===== src/rtl/gpio_evt_pkg.sv =====
package gpio_evt_pkg;

   localparam int unsigned ADDR_W = 3;

   typedef enum logic [ADDR_W-1:0] {
      WSEL_TYPE    = 3'd0,
      WSEL_BOTH    = 3'd1,
      WSEL_ENA     = 3'd2,
      WSEL_ENA_SET = 3'd3,
      WSEL_ENA_CLR = 3'd4,
      WSEL_ST_CLR  = 3'd5
   } wsel_e;

endpackage


===== src/rtl/gpio_evt_cfg.sv =====
module gpio_evt_cfg
   import gpio_evt_pkg::*;
#(
   parameter int unsigned NUM_PINS     = 32,
   parameter logic [NUM_PINS-1:0] RESET_ENABLE = '0
) (
   input  logic                clk,
   input  logic                rst_n,
   input  logic                wr_en,
   input  logic [ADDR_W-1:0]   wr_addr,
   input  logic [NUM_PINS-1:0] wr_data,
   output logic [NUM_PINS-1:0] trig_type,
   output logic [NUM_PINS-1:0] trig_both,
   output logic [NUM_PINS-1:0] ena
);

   logic [NUM_PINS-1:0] type_q, both_q, ena_q;

   always_ff @(posedge clk) begin
      if (!rst_n) begin
         type_q <= '0;
         both_q <= '0;
         ena_q  <= RESET_ENABLE;
      end else if (wr_en) begin
         case (wr_addr)
            WSEL_TYPE:    type_q <= wr_data;
            WSEL_BOTH:    both_q <= wr_data;
            WSEL_ENA:     ena_q  <= wr_data;
            WSEL_ENA_SET: ena_q  <= ena_q | wr_data;
            WSEL_ENA_CLR: ena_q  <= ena_q & ~wr_data;
            default: ;
         endcase
      end
   end

   assign trig_type = type_q;
   assign trig_both = both_q;
   assign ena       = ena_q;

endmodule


===== src/rtl/gpio_evt_status.sv =====
module gpio_evt_status #(
   parameter int unsigned NUM_PINS = 32
) (
   input  logic                clk,
   input  logic                rst_n,
   input  logic [NUM_PINS-1:0] in_data,
   input  logic [NUM_PINS-1:0] in_chg,
   input  logic [NUM_PINS-1:0] trig_type,
   input  logic [NUM_PINS-1:0] trig_both,
   input  logic [NUM_PINS-1:0] clr_mask,
   output logic [NUM_PINS-1:0] st
);

   for (genvar p = 0; p < NUM_PINS; p++) begin : g_pin
      logic hit;
      logic st_q;

      always_comb begin
         if (!trig_type[p])
            hit = in_data[p];
         else
            hit = in_chg[p] & (in_data[p] | trig_both[p]);
      end

      always_ff @(posedge clk) begin
         if (!rst_n)
            st_q <= 1'b0;
         else if (hit)
            st_q <= 1'b1;
         else if (clr_mask[p])
            st_q <= 1'b0;
      end

      assign st[p] = st_q;
   end

endmodule


===== src/rtl/gpio_evt_irq.sv =====
module gpio_evt_irq #(
   parameter int unsigned NUM_PINS = 32
) (
   input  logic                clk,
   input  logic                rst_n,
   input  logic [NUM_PINS-1:0] st,
   input  logic [NUM_PINS-1:0] ena,
   output logic                irq
);

   logic irq_q;

   always_ff @(posedge clk) begin
      if (!rst_n) irq_q <= 1'b0;
      else        irq_q <= |(st & ena);
   end

   assign irq = irq_q;

endmodule


===== src/rtl/gpio_event_irq.sv =====
module gpio_event_irq
   import gpio_evt_pkg::*;
#(
   parameter int unsigned NUM_PINS     = 32,
   parameter logic [NUM_PINS-1:0] RESET_ENABLE = '0
) (
   input  logic                clk,
   input  logic                rst_n,
   input  logic [NUM_PINS-1:0] in_data,
   input  logic [NUM_PINS-1:0] in_chg,
   input  logic                wr_en,
   input  logic [2:0]          wr_addr,
   input  logic [NUM_PINS-1:0] wr_data,
   output logic [NUM_PINS-1:0] status,
   output logic [NUM_PINS-1:0] enable,
   output logic                irq
);

   if (NUM_PINS < 1 || NUM_PINS > 32) begin : g_bad_width
      $error("gpio_event_irq: NUM_PINS must be 1..32");
   end

   logic [NUM_PINS-1:0] type_w, both_w, ena_w, st_w, clr_w;

   assign clr_w = (wr_en && wr_addr == WSEL_ST_CLR) ? wr_data : '0;

   gpio_evt_cfg #(.NUM_PINS(NUM_PINS), .RESET_ENABLE(RESET_ENABLE)) u_cfg (
      .clk(clk), .rst_n(rst_n), .wr_en(wr_en), .wr_addr(wr_addr),
      .wr_data(wr_data), .trig_type(type_w), .trig_both(both_w), .ena(ena_w)
   );

   gpio_evt_status #(.NUM_PINS(NUM_PINS)) u_status (
      .clk(clk), .rst_n(rst_n), .in_data(in_data), .in_chg(in_chg),
      .trig_type(type_w), .trig_both(both_w), .clr_mask(clr_w), .st(st_w)
   );

   gpio_evt_irq #(.NUM_PINS(NUM_PINS)) u_irq (
      .clk(clk), .rst_n(rst_n), .st(st_w), .ena(ena_w), .irq(irq)
   );

   assign status = st_w;
   assign enable = ena_w;

endmodule


===== config.mk =====
export PLATFORM = sky130hd
export DESIGN_NAME = gpio_event_irq
export DESIGN_NICKNAME = d
export VERILOG_FILES = /design/src/rtl/gpio_evt_pkg.sv /design/src/rtl/gpio_evt_cfg.sv /design/src/rtl/gpio_evt_status.sv /design/src/rtl/gpio_evt_irq.sv /design/src/rtl/gpio_event_irq.sv
export SDC_FILE = /design/constraint.sdc
export NUM_CORES = 1
export LEC_CHECK = 0
export BUFFER_PORTS_ARGS = -buffer_cell sky130_fd_sc_hd__buf_2
export CAP_MARGIN = 40
export CORE_UTILIZATION = 50
export CTS_BUF_LIST = sky130_fd_sc_hd__clkbuf_16
export DETAILED_ROUTE_END_ITERATION = 6
export PLACE_DENSITY = 0.82
export SLEW_MARGIN = 40
export SYNTH_ARGS = -nofsm -noshare
export SYNTH_HDL_FRONTEND = slang
export SYNTH_SLANG_ARGS = --single-unit

===== constraint.sdc =====
create_clock -name clk -period 1.29 [get_ports clk]
set_input_delay 0.129 -clock clk [delete_from_list [all_inputs] [get_ports clk]]
set_output_delay 0.129 -clock clk [all_outputs]
set_load 0.005 [all_outputs]

# After elaboration in Yosys (flattened, before gate mapping)
# Cells that the tools add are included.
# word_totals
register_bits	129
out_inout_bits	65
word_cells	246
# op_classes
eq_ne	5
mux	98
n_bitwise	68
reduce_logical	39
# op_table
op	n
$mux 1	96
$pmux 32 s3	1
$and 32x32->32	2
$reduce_bool 2->1	32
$and 1x1->1	32
$mux 32	1
$not 32->32	1
$or 1x1->1	32
$or 32x32->32	1
$reduce_or 32->1	1
$eq 3x2->1 const B	2
$eq 3x3->1 const B	2
$reduce_and 2->1	3
$eq 3x1->1 const B	1
$logic_not 3->1	1
$reduce_bool 3->1	1
$logic_and 1x1->1	1

# Longest topological paths before layout
# logic_depth
ltp_word	5
mapped_depth	6
mapped_depth_nobuf	4

# Modules after synthesis
# A second synthesis with hierarchy kept.
# unflattened
cells_unflattened	726
area_unflattened_um2	6177.2
# by_module_without_submodules
mod	n_inst	cells_per_inst	area_each_um2	seq_area_each_um2
gpio_evt_cfg	1	468	3804.9	1921.8
gpio_evt_status	1	200	1934.4	640.6
gpio_event_irq	1	36	256.5	0.0
gpio_evt_irq	1	22	181.4	20.0

# Worst setup path before layout
# OpenSTA, ideal clock, no wires.
# synth_path
path_type	in2reg
start	in wr_addr[1]
end	reg u_cfg.ena_q[10], in the netlist u_cfg.ena[10]
arrival_time_ps	1008
required_ps	1173
setup_slack_ps	165
stages	5
path_buffers	1
path_cell_list	nor2b_1 -> a21oi_2 -> buf_2 -> o21ai_2 -> a32o_1
# synth_between
elab_chain_cells	3
elab_cells_between_ends	6
classes_between	eq/ne: 3; mux: 1; reduce/logical: 2
# synth_rtl
element	line	text
start, declared	gpio_event_irq.sv:12	input logic [2:0] wr_addr,
$eq 3x2->1 / $eq 3x3->1 (equally long branches)	gpio_evt_cfg.sv:25	case (wr_addr)
$reduce_bool 3->1 (no line)	-	
$reduce_and 2->1 (no line)	-	
end signal, assigned	gpio_evt_cfg.sv:28	WSEL_ENA: ena_q <= wr_data;
end signal, assigned	gpio_evt_cfg.sv:29	WSEL_ENA_SET: ena_q <= ena_q | wr_data;
end signal, assigned	gpio_evt_cfg.sv:30	WSEL_ENA_CLR: ena_q <= ena_q & ~wr_data;
end, declared	gpio_evt_cfg.sv:17	logic [NUM_PINS-1:0] type_q, both_q, ena_q;
# Parallel ways exist; a longest one is shown, timed or not.
# A chain may end at the register's enable or synchronous reset.

# Final worst setup path
# layout_path
start	reg u_status.g_pin[25].st_q
end	reg u_irq.irq_q, in the netlist u_irq.irq
# layout_between
elab_chain_cells	2
# layout_rtl
element	line	text
start, declared	gpio_evt_status.sv:16	logic st_q;
start signal, assigned	gpio_evt_status.sv:27	st_q <= 1'b0;
start signal, assigned	gpio_evt_status.sv:29	st_q <= 1'b1;
start signal, assigned	gpio_evt_status.sv:31	st_q <= 1'b0;
$and 32x32->32	gpio_evt_irq.sv:15	else irq_q <= |(st & ena);
$reduce_or 32->1	gpio_evt_irq.sv:15	
end signal, assigned	gpio_evt_irq.sv:15	
end, declared	gpio_evt_irq.sv:11	logic irq_q;
# Every way passes these cells.

==> metrics.md <==
| Metric | Value |
|---|---|
| Outcome | `finished clean` |
| Clock tree from TritonCTS | `built` |
| RSZ-0062 raised after global routing | `false` |
| Total CTS buffers | `17` |
| Max Cap Viol | `0` |
| Global-route wire length before repair | `25,170 um` |
| Worst EP required | `1.57 ns` |
| Post-detailed-route wirelength per cell | `16.76 um` |
| Leakage power | `0.003115 uW` |
| Instance area at placement | `6720 um^2` |
| Die footprint | `approximately 12,000 um^2` |
| Setup clock skew after layout | `~0.0057 ns` |
| Most area-consuming cells after synthesis | `sky130_fd_sc_hd__dfxtp_1, sky130_fd_sc_hd__a21boi_0, sky130_fd_sc_hd__nand2_1` |
| Worst-path cell with the longest stage delay | `sky130_fd_sc_hd__o41a_1` |
| Maximum fanout count along the critical path | `3` |
| Via count | `5,374` |
| Clock transition at the register clock pins on the worst setup and hold paths after CTS | `0.05 ns` |
| Clock latency reported for the late side of the worst-skew pair | `0.40 ns` |
| Post-route ant nets | `0` |
| Post-route standard cell area excluding fillers | `7283 um^2` |
| Startpoint-to-endpoint class of the critical path | `reg2reg` |
| DR iter-0 viols | `365` |
| Worst Setup SP | `u_status.g_pin[25].st_q` |
| Final number of hold-violating endpoints | `0` |
| Pre-antenna DRT Iters | `5` |
| CTS HTree Levels | `4` |
| Antenna diode count | `0` |
| Yosys top cell by area | `sky130_fd_sc_hd__dfxtp_1` |
| Setup-violating endpoint count in the final report | `0` |
| Finished Layout Cells | `958` |
| I/O pin count | `167` |
| Cells traversed along the worst timing path | `a22oi_1, nand4_1, o41a_1` |
| Number of global-route vias before repair | `~5,000` |
| Number of antenna violations at the first check in global routing | `0` |
| Cell row count | `38` |
| Yosys warns | `0` |
| Element type at the critical path end | `flip-flop` |
| Number of pins exceeding their max-slew limit in the final report | `0` |
| Worst min-delay path startpoint | `wr_data[7]` |
| Library cell with the highest instance count after synthesis | `sky130_fd_sc_hd__nand2_1` |
| Overflow left after global routing | `0` |
| Average cell area after synthesis | `between 8 and 9 um^2` |
| Count of placed standard cells including taps | `roughly 900` |
| Mapped Area | `5751 um^2` |
| Type of origin of the critical path | `flip-flop` |
| Instance count of the mapped netlist | `652` |
| Top cell types by occurrence after synthesis | `sky130_fd_sc_hd__nand2_1, sky130_fd_sc_hd__dfxtp_1, sky130_fd_sc_hd__a21boi_0` |
| Sequential-to-total area share from yosys stat | `0.4491` |
| Summed negative setup slack over all endpoints | `0 ns` |
| GP Congestion | `0.8188` |
| Slew of the pin with the lowest slew margin | `0.3090 ns` |
| Max stage delay on crit path | `between 0.4 and 0.5 ns` |
| Fraction of registers with async set or reset after synthesis | `0` |
| Area of the placeable core | `11,030 um^2` |
| Maximum number of pins on one net before global-route repair | `~80` |
| Top_reg_cell synth | `sky130_fd_sc_hd__dfxtp_1` |
| Routed WL | `16,060 um` |
| Number of clock sinks | `129` |
| Slew margin rel. | `0.7940` |
| Net total in the final layout | `909` |
| Overall Global Routing Usage | `0.2809` |
| Critical Path AT | `roughly 1.5 ns` |
| Count of unique library cells instantiated by Yosys | `24` |
| Effective utilization at floorplan | `0.5213` |
| Height of the die | `109.2 um` |
| Worst setup slack after placement | `-0.1312 ns` |
| Class of the worst hold path | `in2reg` |
| Maximum vdd ir drop | `0.001004 V` |
| Area share of the largest cell type after synthesis | `0.4491` |
| Share of final-layout standard cells stronger than drive strength 1 | `0.3240` |
| Post-Synthesis Net Count | `754` |
| Synth Register Bits | `around 130` |
| Post-synth EDFFs | `0` |
| Via-to-Cell Ratio | `5.610` |
| Number of buffers inserted by port buffering | `between 150 and 200` |
| Peak clock frequency supported by timing | `0.8027 GHz` |
| Launch instance of the worst register-to-register path | `u_status.g_pin[25].st_q` |
| Hold Worst Slack | `around 0.016 ns` |
| Period Utilization, post-route | `0.9657` |
| Post-synthesis to final-layout area growth | `26.65%` |
| Areal power density over the cells | `1301 nW/um^2` |
| DRC violation count after routing | `0` |
| Final HPWL from detailed placement | `approximately 11,000 um` |
| Die width | `109.2 um` |
| Clock buffer depth | `2` |
| Minimum clock period after layout | `1.246 ns` |
| Cell at the root of the clock tree | `sky130_fd_sc_hd__clkbuf_16` |
| Post-route setup slack | `0.04427 ns` |
## area by class of cell
| type | count | area, um^2 |
|---|---|---|
| clock buffers | 17 | 425.4 |
| inverters | 32 | 120.1 |
| flip-flops and latches | 129 | 2582 |
| multi-input cells | 418 | 2619 |
| clock inverters | 13 | 82.58 |
| repair buffers | 209 | 1279 |
| well taps | 140 | 175.2 |
| fillers | 906 | 3747 |
## flip-flops by register name, indices dropped and copies added (netlist names)
| register | cells |
|---|---|
| u_cfg.ena | 32 |
| u_cfg.trig_type | 32 |
| u_irq.irq | 1 |
| u_cfg.trig_both | 32 |
| u_status.g_pin.st_q | 32 |
## layer usage
layer  wire length (um)  global-route usage  vias to the layer above
met5                  0                   0                        -
met4                288              0.1038                        0
met3               1135             0.07292                       24
met2               8157              0.5000                      243
met1               6479              0.3214                     2540
li1                   -                   -                     2567
## final timing paths
check	endpoint	cells after the start	slack, ns
setup / recovery	u_irq.irq	3	0.04
hold reg to reg	u_cfg.trig_both[1]	2	0.46
setup reg to reg	u_irq.irq	3	0.04
hold / removal	u_cfg.ena[7]	2	0.02
## where the power goes
group	leakage (uW)	switching [uW]	internal (uW)
combinational	0.00179	530	508
sequential	0.00105	131	4150
clock	0.000268	1610	2550
## per-stage QoR
step / util / power, uW
2_1_floorplan: - / 4902
3_3_place_gp: 0.6092 / 5331
3_5_place_dp: 0.6092 / 5373
4_1_cts: 0.6598 / 9531
5_1_grt: 0.6603 / 9840
6_report: 0.6603 / 9477
## worst max-delay path: cells and delay by family, from the launching register on
| kind | cells | cell delay (ns) |
|---|---|---|
| AND/OR/NAND/NOR | 1 | 0.13 |
| AO/OA/AOI/OAI | 2 | 0.65 |
| flip-flops | 1 | 0.35 |
## repair_timing
item	4_1_cts	5_1_grt
setup endpoints to repair	1	1
gates resized for setup	2	1
hold endpoints to repair	5	0
buffers inserted	0	0
hold buffers	4	0
## cell usage in the layout, fill, tap and decap left out, drive strengths merged
| cell | netlist | final |
|---|---|---|
| o41a | 1 | 1 |
| nand2 | 130 | 130 |
| a22oi | 16 | 16 |
| dfxtp | 129 | 129 |
| o21a | 33 | 33 |
| nor3b | 1 | 1 |
| a32o | 32 | 32 |
| nor2b | 3 | 3 |
| a21boi | 96 | 96 |
| nand4 | 4 | 4 |
| nor2 | 1 | 1 |
| o21ai | 32 | 32 |
| and3 | 2 | 2 |
| a21oi | 65 | 65 |
| bufinv | 0 | 1 |
| dlygate4sd3 | 0 | 4 |
| and2 | 2 | 2 |
| inv | 32 | 35 |
| clkbuf | 19 | 17 |
| clkinv | 0 | 9 |
| buf | 54 | 205 |
## cells by family after synthesis
group | share of synthesized area
AO/OA/AOI/OAI | 0.3518
AND/OR/NAND/NOR | 0.09965
flip-flops | 0.4491
buffers and inverters | 0.09943
Power figures use the tool's default switching activity.
